--- src/rtl/xlat_pkg.sv ---
package xlat_pkg;
  localparam int NUM_WIN = 4;
  localparam int NUM_SIZED = NUM_WIN - 1;
  localparam int SEL_W = $clog2(2 * NUM_WIN);

  typedef struct packed {
    logic [NUM_WIN-1:0]   ldStart;
    logic [NUM_SIZED-1:0] ldSize;
    logic                 capture;
    logic                 tailLive;
  } xlatStrobe_t;
endpackage

--- src/rtl/xlat_ctrl.sv ---
module xlat_ctrl
  import xlat_pkg::*;
(
  input  logic             clk,
  input  logic             rstN,
  input  logic             cfgWe,
  input  logic [SEL_W-1:0] cfgSel,
  input  logic             reqValid,
  output xlatStrobe_t      strobe
);
  logic [NUM_WIN-1:0]   ldStart;
  logic [NUM_SIZED-1:0] ldSize;
  logic                 tailLiveQ;

  for (genvar i = 0; i < NUM_WIN; i++) begin : g_start
    assign ldStart[i] = cfgWe && (int'(cfgSel) == 2 * i);
  end

  for (genvar i = 0; i < NUM_SIZED; i++) begin : g_size
    assign ldSize[i] = cfgWe && (int'(cfgSel) == 2 * i + 1);
  end

  always_ff @(posedge clk or negedge rstN) begin
    if (!rstN) tailLiveQ <= 1'b0;
    else if (ldStart[NUM_WIN-1]) tailLiveQ <= 1'b1;
  end

  always_comb begin
    strobe.ldStart  = ldStart;
    strobe.ldSize   = ldSize;
    strobe.capture  = reqValid;
    strobe.tailLive = tailLiveQ;
  end

  AST_ONE_LOAD: assert property (@(posedge clk) disable iff (!rstN)
    $onehot0({ldStart, ldSize}));

  AST_BAD_SEL_IGNORED: assert property (@(posedge clk) disable iff (!rstN)
    (cfgWe && int'(cfgSel) >= 2 * NUM_WIN - 1) |-> ({ldStart, ldSize} == '0));

  AST_TAIL_STICKY: assert property (@(posedge clk) disable iff (!rstN)
    tailLiveQ |=> tailLiveQ);

  AST_TAIL_ARMS: assert property (@(posedge clk) disable iff (!rstN)
    ldStart[NUM_WIN-1] |=> tailLiveQ);
endmodule

--- src/rtl/xlat_win.sv ---
module xlat_win #(
  parameter int ADDR_W = 32
) (
  input  logic [ADDR_W-1:0] vAddr,
  input  logic [ADDR_W-1:0] vBase,
  input  logic [ADDR_W-1:0] span,
  input  logic [ADDR_W-1:0] pStart,
  input  logic              live,
  output logic              hit,
  output logic [ADDR_W-1:0] pAddr
);
  logic [ADDR_W-1:0] offset;

  always_comb begin
    offset = vAddr - vBase;
    hit    = live && (offset < span);
    pAddr  = pStart + offset;
  end
endmodule

--- src/rtl/xlat_dp.sv ---
module xlat_dp
  import xlat_pkg::*;
#(
  parameter int              ADDR_W    = 32,
  parameter logic [ADDR_W-1:0] TAIL_SPAN = 'h1000
) (
  input  logic              clk,
  input  logic              rstN,
  input  xlatStrobe_t       strobe,
  input  logic [ADDR_W-1:0] cfgData,
  input  logic [ADDR_W-1:0] reqAddr,
  output logic              rspValid,
  output logic [ADDR_W-1:0] rspAddr,
  output logic              rspMiss
);
  logic [ADDR_W-1:0] startQ [NUM_WIN];
  logic [ADDR_W-1:0] sizeQ  [NUM_SIZED];
  logic [ADDR_W-1:0] baseV  [NUM_WIN];
  logic [ADDR_W-1:0] spanV  [NUM_WIN];
  logic [ADDR_W-1:0] pAddrV [NUM_WIN];
  logic [NUM_WIN-1:0] liveV;
  logic [NUM_WIN-1:0] hitV;
  logic [NUM_WIN-1:0] pickV;
  logic               found;
  logic [ADDR_W-1:0]  selAddr;
  logic               rspValidQ;
  logic               rspMissQ;
  logic [ADDR_W-1:0]  rspAddrQ;

  for (genvar i = 0; i < NUM_WIN; i++) begin : g_startReg
    always_ff @(posedge clk or negedge rstN) begin
      if (!rstN) startQ[i] <= '0;
      else if (strobe.ldStart[i]) startQ[i] <= cfgData;
    end
  end

  for (genvar i = 0; i < NUM_SIZED; i++) begin : g_sizeReg
    always_ff @(posedge clk or negedge rstN) begin
      if (!rstN) sizeQ[i] <= '0;
      else if (strobe.ldSize[i]) sizeQ[i] <= cfgData;
    end
  end

  for (genvar i = 0; i < NUM_WIN; i++) begin : g_win
    if (i == 0) begin : g_first
      assign baseV[i] = '0;
    end else begin : g_next
      assign baseV[i] = baseV[i-1] + sizeQ[i-1];
    end

    if (i < NUM_SIZED) begin : g_sized
      assign spanV[i] = sizeQ[i];
      assign liveV[i] = 1'b1;
    end else begin : g_tail
      assign spanV[i] = TAIL_SPAN;
      assign liveV[i] = strobe.tailLive;
    end

    xlat_win #(.ADDR_W(ADDR_W)) u_win (
      .vAddr (reqAddr),
      .vBase (baseV[i]),
      .span  (spanV[i]),
      .pStart(startQ[i]),
      .live  (liveV[i]),
      .hit   (hitV[i]),
      .pAddr (pAddrV[i])
    );

    AST_ZERO_SIZE_NO_HIT: assert property (@(posedge clk) disable iff (!rstN)
      (spanV[i] == '0) |-> !hitV[i]);
  end

  always_comb begin
    pickV = '0;
    found = 1'b0;
    for (int i = 0; i < NUM_WIN; i++) begin
      if (hitV[i] && !found) begin
        pickV[i] = 1'b1;
        found    = 1'b1;
      end
    end
  end

  always_comb begin
    selAddr = '0;
    for (int i = 0; i < NUM_WIN; i++) begin
      if (pickV[i]) selAddr = selAddr | pAddrV[i];
    end
  end

  always_ff @(posedge clk or negedge rstN) begin
    if (!rstN) begin
      rspValidQ <= 1'b0;
      rspMissQ  <= 1'b0;
      rspAddrQ  <= '0;
    end else if (strobe.capture) begin
      rspValidQ <= 1'b1;
      rspMissQ  <= !found;
      rspAddrQ  <= found ? selAddr : '0;
    end else begin
      rspValidQ <= 1'b0;
      rspMissQ  <= 1'b0;
      rspAddrQ  <= '0;
    end
  end

  assign rspValid = rspValidQ;
  assign rspMiss  = rspMissQ;
  assign rspAddr  = rspAddrQ;

  AST_PICK_ONEHOT: assert property (@(posedge clk) disable iff (!rstN)
    $onehot0(pickV));

  AST_PICK_FROM_HIT: assert property (@(posedge clk) disable iff (!rstN)
    (pickV & ~hitV) == '0);

  AST_LOWEST_WINS: assert property (@(posedge clk) disable iff (!rstN)
    hitV[0] |-> pickV[0]);

  AST_RSP_FOLLOWS_REQ: assert property (@(posedge clk) disable iff (!rstN)
    strobe.capture |=> rspValidQ);

  AST_NO_SPURIOUS_RSP: assert property (@(posedge clk) disable iff (!rstN)
    !strobe.capture |=> !rspValidQ);

  AST_IDLE_QUIET: assert property (@(posedge clk) disable iff (!rstN)
    !rspValidQ |-> (!rspMissQ && rspAddrQ == '0));

  AST_MISS_ZERO: assert property (@(posedge clk) disable iff (!rstN)
    (rspValidQ && rspMissQ) |-> (rspAddrQ == '0));

  AST_NOTHING_LIVE_MISSES: assert property (@(posedge clk) disable iff (!rstN)
    (strobe.capture && hitV == '0) |=> rspMissQ);
endmodule

--- src/rtl/addr_window_xlat.sv ---
module addr_window_xlat
  import xlat_pkg::*;
#(
  parameter int                ADDR_W    = 32,
  parameter logic [ADDR_W-1:0] TAIL_SPAN = 'h1000
) (
  input  logic              clk,
  input  logic              rstN,
  input  logic              cfgWe,
  input  logic [SEL_W-1:0]  cfgSel,
  input  logic [ADDR_W-1:0] cfgData,
  input  logic              reqValid,
  input  logic [ADDR_W-1:0] reqAddr,
  output logic              rspValid,
  output logic [ADDR_W-1:0] rspAddr,
  output logic              rspMiss
);
  xlatStrobe_t strobe;

  xlat_ctrl u_ctrl (
    .clk     (clk),
    .rstN    (rstN),
    .cfgWe   (cfgWe),
    .cfgSel  (cfgSel),
    .reqValid(reqValid),
    .strobe  (strobe)
  );

  xlat_dp #(.ADDR_W(ADDR_W), .TAIL_SPAN(TAIL_SPAN)) u_dp (
    .clk     (clk),
    .rstN    (rstN),
    .strobe  (strobe),
    .cfgData (cfgData),
    .reqAddr (reqAddr),
    .rspValid(rspValid),
    .rspAddr (rspAddr),
    .rspMiss (rspMiss)
  );
endmodule

--- config.mk ---
export PLATFORM = sky130hd
export DESIGN_NAME = addr_window_xlat
export DESIGN_NICKNAME = d
export VERILOG_FILES = /design/src/rtl/xlat_pkg.sv /design/src/rtl/xlat_ctrl.sv /design/src/rtl/xlat_win.sv /design/src/rtl/xlat_dp.sv /design/src/rtl/addr_window_xlat.sv
export SDC_FILE = /design/constraint.sdc
export NUM_CORES = 1
export LEC_CHECK = 0
export CAP_MARGIN = 20
export CORE_ASPECT_RATIO = 0.8
export CORE_MARGIN = 2
export CORE_UTILIZATION = 25
export DETAILED_ROUTE_END_ITERATION = 10
export PLACE_DENSITY = 0.45
export SLEW_MARGIN = 20
export SYNTH_ARGS = -nofsm -noshare
export SYNTH_HDL_FRONTEND = slang
export SYNTH_HIERARCHICAL = 1
export SYNTH_SLANG_ARGS = --single-unit
--- constraint.sdc ---
create_clock -name clk -period 9.3 [get_ports clk]
set_input_delay 1.86 -clock clk [delete_from_list [all_inputs] [get_ports clk]]
set_output_delay 1.86 -clock clk [all_outputs]
set_load 0.02 [all_outputs]
==> metrics.md, run 1 <==
| Metric | Value |
|---|---|
| Final Core Density | `29.0%` |
| Drt drc | `0` |
| Nets | `3,951` |
| Row count | `111` |
| Worst skew pair latency | `570 ps` |
| Clock slew at reported path FFs | `60 ps` |
| Final setup vio count | `0` |
| Crit path from | `u_dp/sizeQ[64]` |
| Fin crit period | `8590 ps` |
| Die H | `307 µm` |
| CP endpoint kind | `flip-flop` |
| Number of global-route vias before repair | `24,300` |
| Grt total ovfl | `0` |
| Initial Util | `25.2%` |
| EDFF count, synth | `0` |
| Initial antenna violation count | `15` |
| GRT Util Overall | `17.8%` |
| Setup tns final | `0 ps` |
| Core Area | `0.114 mm²` |
| Post-synthesis sequential area ratio | `22.5%` |
| Most common cell after layout, fill and taps aside | `ha_1` |
| Data required time of the worst path | `9780 ps` |
| Vias | `25,100` |
| Post-synthesis register bit count | `259` |
| Final hold violation count | `0` |
| Hold crit path type | `flip-flop to flip-flop` |
| Die width | `383 µm` |
| Outcome | `complete, no violations` |
| Syn. warnings | `6` |
| Vias/cell | `5.02` |
| RSZ-0062 raised after global routing | `no` |
| Crit-path max FO | `32` |
| Initial DRC Count | `1,941` |
| Top-area cell type share of the netlist area | `22.5%` |
| Post-Syn Instances | `3,276` |
| CTS Buf Count | `38` |
| Clock H-tree levels | `2` |
| CTS tree | `built` |
| Root buffer cell | `clkbuf_16` |
| Share of layout cells above drive strength 1 | `10.9%` |
| DR WL/cell | `21.3 µm` |
| DIE AREA | `0.118 mm²` |
| Tightest Pin Transition | `1050 ps` |
| Async set or reset register ratio after synthesis | `100%` |
| Area leader, netlist | `dfrtp_1` |
| Top FF cell, synth | `dfrtp_1` |
| Critical path startpoint category | `flip-flop` |
| Clock sinks | `259` |
| Slew headroom | `29.4%` |
| Area Overhead vs Synth | `15.5%` |
| Period Utilization, post-route | `92.4%` |
| Kind of critical path | `flip-flop to flip-flop` |
| Post-synthesis average cell area | `8.78 µm²` |
| Initial DRT Pass Iterations | `6` |
| Pin count of the biggest net entering global routing | `132` |
| R2r startpoint | `u_dp/sizeQ[64]` |
| Top cells by area, synth | `dfrtp_1, ha_1, mux2_2` |
| Slew Viols, Final | `0` |
| Area of the mapped netlist | `0.0288 mm²` |
| Placer Congestion | `0.884` |
| Critical path data arrival time | `9070 ps` |
| Port bufs | `104` |
| F_max | `0.116 GHz` |
| Routed Wire Length | `106,000 µm` |
| First-pass GRT wire length | `157,000 µm` |
| Worst path max stage delay | `500 ps` |
| Netlist cell types | `106` |
| Final HPWL from detailed placement | `88,200 µm` |
| Max clock buf depth | `3` |
| Commonest non-fill, non-tap cells in the layout | `ha_1, inv_1, a21oi_1` |
| Slowest CP cell | `or3_2` |
| Worst Skew | `21.2 ps` |
| Post-route ant nets | `0` |
| Max Cap Viol | `0` |
| Worst hold start | `u_dp/startQ[66]` |
| I/O pin count | `105` |
-- worst max-delay path, delay by kind of cell, from the launching register on --
kind	cells	cell delay, ps
AOI/OAI and AO/OA	18	3300
and+or+nand+nor	9	1870
adders and majority gates	5	1620
xor gates and xnor gates	3	670
buffers and inverters	3	590
DFF	1	390
-- final cells by class --
type / instances / area [µm²]
antenna: 5 / 12.5
clock buffer: 53 / 1120
fill: 12100 / 81100
multi-input combinational: 2677 / 21100
tap: 1525 / 1910
sequential: 259 / 6480
timing repair buffer: 120 / 1180
clock inverter: 16 / 178
inverter: 339 / 1270
-- per-layer routing --
metal / GRT usage, % / routed length (µm)
met1: 28.8 / 58800
met2: 24.3 / 40700
met3: 2.30 / 5010
met4: 3.38 / 1710
met5: 0 / 66
-- metrics by stage --
stage	instance area (µm²)	std cells	setup WS [ps]	hold WS, ps
2_1_floorplan	29000	3341	1900	444
3_3_place_gp	31900	4920	506	495
3_5_place_dp	31900	4920	416	502
4_1_cts	33200	4989	356	516
5_1_grt	33200	4989	25.6	525
6_report	33200	4994	711	513
-- Yosys cell counts (38+ instances only) --
| cell | number |
|---|---|
| a21o_1 | 167 |
| a21oi_1 | 300 |
| clkbuf_1 | 45 |
| dfrtp_1 | 259 |
| ha_1 | 435 |
| inv_1 | 339 |
| mux2_2 | 222 |
| nand2_1 | 113 |
| nand2b_1 | 53 |
| nand3_1 | 50 |
| nand4_1 | 49 |
| nor2_1 | 223 |
| nor2b_1 | 38 |
| o21ai_0 | 138 |
| o21bai_1 | 63 |
| xnor2_1 | 190 |
| xor2_1 | 79 |
-- path summary, 6_finish.rpt --
| path | to | slack [ps] | cells past startpoint |
|---|---|---|---|
| min | u_dp/startQ[66] | 510 | 1 |
| max | u_dp/rspAddr[6] | 710 | 38 |
| min in group asynchronous | u_dp/rspAddr[4] | 1330 | 1 |
| min reg2reg | u_dp/startQ[66] | 510 | 1 |
| max in group asynchronous | u_dp/sizeQ[90] | 6630 | 2 |
| max reg2reg | u_dp/rspAddr[6] | 710 | 38 |
-- logic make-up after synthesis --
| kind of cell | count (synthesis) | share of synthesized area (%) |
|---|---|---|
| adder cells (fa/ha/maj) | 445 | 19.6 |
| buffers and inverters | 405 | 5.35 |
| AND/OR/NAND/NOR | 647 | 11.1 |
| XOR/XNOR | 275 | 8.60 |
| other | 2 | 0.0261 |
| flip-flops | 259 | 22.5 |
| multiplexers | 225 | 8.80 |
| AO/OA/AOI/OAI | 1018 | 24.0 |
-- flip-flops by register name, indices dropped and copies added (netlist names) --
| register | count |
|---|---|
| u_ctrl/tailLiveQ | 1 |
| u_dp/sizeQ | 96 |
| u_dp/rspMiss | 1 |
| u_dp/startQ | 128 |
| u_dp/rspAddr | 32 |
| u_dp/rspValid | 1 |
-- repair_timing --
action | in CTS | in global routing
hold buffers | 0 | 0
endpoints found under the setup margin | 0 | 32
resized for setup | 0 | 2
buffers inserted | 0 | 0
Power of run 1 is not shown: default switching activity piles up to over one toggle a cycle in this logic, so the estimate is an artifact.
==> inputs of run 2 (changes only) <==
SLEW_MARGIN = unset   (was 20)
TNS_END_PERCENT = 100   (was unset)
==> results of run 2 <==
The final DEF is identical to that of run 1; final timing and power are the same.
Power of run 2 is left out for the same reason.
